### config.mk
export PLATFORM = sky130hd
export DESIGN_NAME = bitop_reg
export DESIGN_NICKNAME = d
export VERILOG_FILES = /design/src/rtl/bitop_pkg.sv /design/src/rtl/bitop_lane.sv /design/src/rtl/bitop_hold.sv /design/src/rtl/bitop_reg.sv
export SDC_FILE = /design/constraint.sdc
export NUM_CORES = 1
export LEC_CHECK = 0
export ABC_AREA = 1
export CAP_MARGIN = 20
export CORE_MARGIN = 1.5
export CORE_UTILIZATION = 44
export CTS_CLUSTER_DIAMETER = 100
export DETAILED_ROUTE_END_ITERATION = 12
export GPL_TIMING_DRIVEN = 0
export PLACE_DENSITY = 0.75
export SYNTH_ARGS = -nofsm -noshare
export SYNTH_HDL_FRONTEND = slang
export SYNTH_SLANG_ARGS = --single-unit
### constraint.sdc
create_clock -name clk -period 1.1 [get_ports clk]
set_clock_uncertainty 0.2 [all_clocks]
set_input_delay 0.11 -clock clk [delete_from_list [all_inputs] [get_ports clk]]
set_output_delay 0.11 -clock clk [all_outputs]
set_load 0.005 [all_outputs]
### src/rtl/bitop_pkg.sv
package bitop_pkg;
  typedef enum logic [1:0] {
    OP_LOAD  = 2'b00,
    OP_SET   = 2'b01,
    OP_CLEAR = 2'b10,
    OP_FLIP  = 2'b11
  } bitop_e;
endpackage

### src/rtl/bitop_lane.sv
// Next-value logic: one slice per bit, chosen by the operation code.
module bitop_lane
  import bitop_pkg::*;
#(
  parameter int WIDTH = 8
) (
  input  bitop_e             op,
  input  logic [WIDTH-1:0]   cur,
  input  logic [WIDTH-1:0]   mask,
  output logic [WIDTH-1:0]   nxt
);
  for (genvar b = 0; b < WIDTH; b++) begin : g_bit
    always_comb begin
      unique case (op)
        OP_LOAD:  nxt[b] = mask[b];
        OP_SET:   nxt[b] = cur[b] | mask[b];
        OP_CLEAR: nxt[b] = cur[b] & ~mask[b];
        OP_FLIP:  nxt[b] = cur[b] ^ mask[b];
        default:  nxt[b] = cur[b];
      endcase
    end
  end
endmodule

### src/rtl/bitop_hold.sv
// Enabled storage flops with asynchronous clear.
module bitop_hold #(
  parameter int WIDTH = 8
) (
  input  logic             clk,
  input  logic             rst,
  input  logic             en,
  input  logic [WIDTH-1:0] d,
  output logic [WIDTH-1:0] q
);
  always_ff @(posedge clk or posedge rst) begin
    if (rst)     q <= '0;
    else if (en) q <= d;
  end
endmodule

### src/rtl/bitop_reg.sv
module bitop_reg
  import bitop_pkg::*;
#(
  parameter int WIDTH = 8
) (
  input  logic             clk,
  input  logic             rst,
  input  logic             en,
  input  logic [1:0]       op,
  input  logic [WIDTH-1:0] mask,
  output logic [WIDTH-1:0] q
);
  bitop_e           op_e;
  logic [WIDTH-1:0] nxt;

  assign op_e = bitop_e'(op);

  bitop_lane #(.WIDTH(WIDTH)) u_lane (
    .op(op_e), .cur(q), .mask(mask), .nxt(nxt)
  );

  bitop_hold #(.WIDTH(WIDTH)) u_hold (
    .clk(clk), .rst(rst), .en(en), .d(nxt), .q(q)
  );

  // Set once an edge has passed out of reset, so $past refers to a live cycle.
  logic live;
  always_ff @(posedge clk or posedge rst) begin
    if (rst) live <= 1'b0;
    else     live <= 1'b1;
  end

  p_reset_clear_r1: assert property (@(posedge clk) rst |-> q == '0);

  p_hold_idle_r2: assert property (@(posedge clk) disable iff (rst)
    live && !$past(en) |-> q == $past(q));

  p_load_r3: assert property (@(posedge clk) disable iff (rst)
    live && $past(en) && $past(op) == 2'b00 |-> q == $past(mask));

  p_set_r4: assert property (@(posedge clk) disable iff (rst)
    live && $past(en) && $past(op) == 2'b01 |-> q == ($past(q) | $past(mask)));

  p_clear_r5: assert property (@(posedge clk) disable iff (rst)
    live && $past(en) && $past(op) == 2'b10 |-> q == ($past(q) & ~$past(mask)));

  p_flip_r6: assert property (@(posedge clk) disable iff (rst)
    live && $past(en) && $past(op) == 2'b11 |-> q == ($past(q) ^ $past(mask)));

  p_zero_mask_r7: assert property (@(posedge clk) disable iff (rst)
    live && $past(en) && $past(mask) == '0 && $past(op) != 2'b00 |-> $stable(q));
endmodule

==> out/results.txt <==
Run status: complete, but fails checks
Violated checks: hold timing, setup timing
Hold/Removal Path Class: input pin to asynchronous set/reset pin
CTS Buf Count: 3
Antenna violations before repair: 0
Die height: 47.6 um
Hold slack: -0.109 ns
Max frequency: 730 MHz
Clock Latency Late Sink: 0.27 ns
Largest net degree at the start of global routing: 11
Cell area after layout: 1420 um^2
Req. time, crit path: 1.06 ns
Peak supply drop: 0.000845 V
Worst rel slew slack: 0.777
Std-Cell Core Area: 1800 um^2
DP Area: 1080 um^2
Placed insts: 166
Final cell count without fillers: 183
CTS H-tree depth: 1
P_leak: 0.707 nW
Clock Path Buffers: 2
Die X: 47.6 um
GPL Wtd Cong: 0.773
RSZ-0062 raised after global routing: true
Vias: 899
Synth Flop Type: dfrtp_1
Vias per Instance: 4.91
Vias in the first global route: 859
Final Hold Viols: 8
Tcrit/Tclk final: 1.25
Area delta synth->final: 63.0%
Post-route DRC: 0
CP Max Fanout: 3
Most numerous cell in the Yosys netlist: nand2_1
Pre-CTS WS: -0.406 ns
Arrival time at the worst endpoint: 1.33 ns
Crit start category: flop
Worst setup EP type: flop
Setup WS post-layout: -0.270 ns
# setup viols final: 13
Initial DRC Count: 10
Final max-slew violation count: 0
Total negative slack: -2.45 ns
Routed wire length: 2520 um
Sequential share of the synthesized area: 0.229
I/O pin count: 21
Post-synth EDFFs: 0
Clock root buffer: clkbuf_4
PD cells: 942 nW/um^2
Overflow after GRT: 0
Register-to-register path setup slack: -0.27 ns
Sink Count: 8
First-pass GRT wire length: 3740 um
Total global-route track usage: 0.244
Worst R2R End: u_hold.q[4]
Synth async-reset ratio: 1.00
Yosys top cell area share: 0.229
PortBufs: 18
Post-synth net total: 152
Worst r2r path cells: 6
CTS tree: done
Yosys reg bits: 8
Initial Util: 0.485
Yosys warning total: 0
Layout cells sized above 1: 0.399
Nets: 189
Minimum clock period: 1.37 ns
Dpl hpwl: 1380 um
Top flop regs: u_hold.q (8)
Largest cells by area after synthesis: dfrtp_1 (23%), ha_1 (23%), nand3_1 (13%)
Reg with most FFs: u_hold.q
Syn avg cell area: 7.10 um^2
Synthesized area: 873 um^2
Final ANT Viol Nets: 0
ANT cells: 0
Largest register FFs: 8
Max cap viols: 0
Clk pin slew, worst setup/hold paths: 0.06 ns
Avg WL per Cell: 13.8 um
Pre-antenna DRT Iters: 4
Worst-margin pin slew: 0.335 ns
Biggest area consumer among synthesized cells: dfrtp_1
Critical setup path kind: flop to flop
Die area: 2260 um^2
Reg2reg start: u_hold.q[4]
Mapped Cells: 123
Placement row count: 15
Unique masters post-synth: 14
Most frequent cells after synthesis: nand2_1 (26), nand3_1 (23), inv_1 (20)
## where the power goes
group / internal, mW / switching [mW]
sequential: 0.336 / 0.0314
combinational: 0.386 / 0.338
clock: 0.126 / 0.123
total: 0.849 / 0.492
## through the flow
stage,utilization,power [mW]
final,0.790,1.34
after global routing,0.790,1.41
after CTS,0.755,1.26
after detailed placement,0.602,0.796
after global placement,0.602,0.777
after floorplan,-,0.620
## critical path, cell delays in order, from the launching register on
cell     delay [ns]
dfrtp_1        0.39
buf_6          0.13
ha_1           0.18
nand3_1        0.11
nand3_2        0.08
nand2_1        0.09
nand2_1        0.07
## layout make-up
cell class	instances	area, um^2
inverter	20	95.1
sequential	8	200
tap	25	31.3
fill	127	378
clock buffer	3	22.5
buffer	6	61.3
multi-input combinational	89	702
timing repair buffer	32	312
## worst max-delay path by stage
stage	start	to	cells past startpoint
after global placement	mask[2]	u_hold.q[2]	7
after floorplan	u_hold.q[2]	u_hold.q[2]	6
after CTS	u_hold.q[6]	u_hold.q[6]	7
after detailed placement	mask[4]	u_hold.q[4]	7
after global routing	u_hold.q[4]	u_hold.q[4]	6
final	u_hold.q[4]	u_hold.q[4]	6
## per-layer routing
metal / global-route usage / up-vias / wire length [um]
li1: - / 454 / -
met1: 0.288 / 412 / 1080
met2: 0.435 / 27 / 1270
met3: 0.0226 / 6 / 94
met4: 0.130 / 0 / 72
met5: 0 / - / 0
## what timing repair did
| action | in CTS | in global routing |
|---|---|---|
| pin swaps | 21 | 11 |
| endpoints found under the setup margin | 16 | 16 |
| resized for setup | 68 | 15 |
| endpoints found under the hold margin | 8 | 8 |
| setup buffers | 12 | 2 |
## cells by family (layout without fill, tap and decap cells)
logic type / after synthesis / after routing / synth area share
AO/OA/AOI/OAI: 8 / 8 / 0.0458
adder cells (fa/ha/maj): 16 / 16 / 0.229
AND/OR/NAND/NOR: 65 / 65 / 0.340
flip-flops: 8 / 8 / 0.229
buffers and inverters: 26 / 61 / 0.156
## layout by cell type (no fill, tap or decap)
master / netlist / final
clkdlybuf4s50_1: 0 / 10
nor2_8: 1 / 1
nand3_2: 0 / 9
nor2_1: 12 / 9
buf_8: 1 / 1
dfrtp_1: 8 / 8
clkbuf_2: 0 / 1
ha_1: 16 / 7
inv_1: 20 / 12
nand3_1: 23 / 14
buf_4: 1 / 4
nor2_2: 2 / 5
nand2_1: 26 / 26
inv_4: 0 / 8
buf_6: 3 / 18
a21oi_1: 8 / 8
clkbuf_4: 0 / 3
buf_2: 1 / 4
or2_1: 1 / 1
ha_4: 0 / 9
No activity file was read; power rests on OpenSTA's default activity.
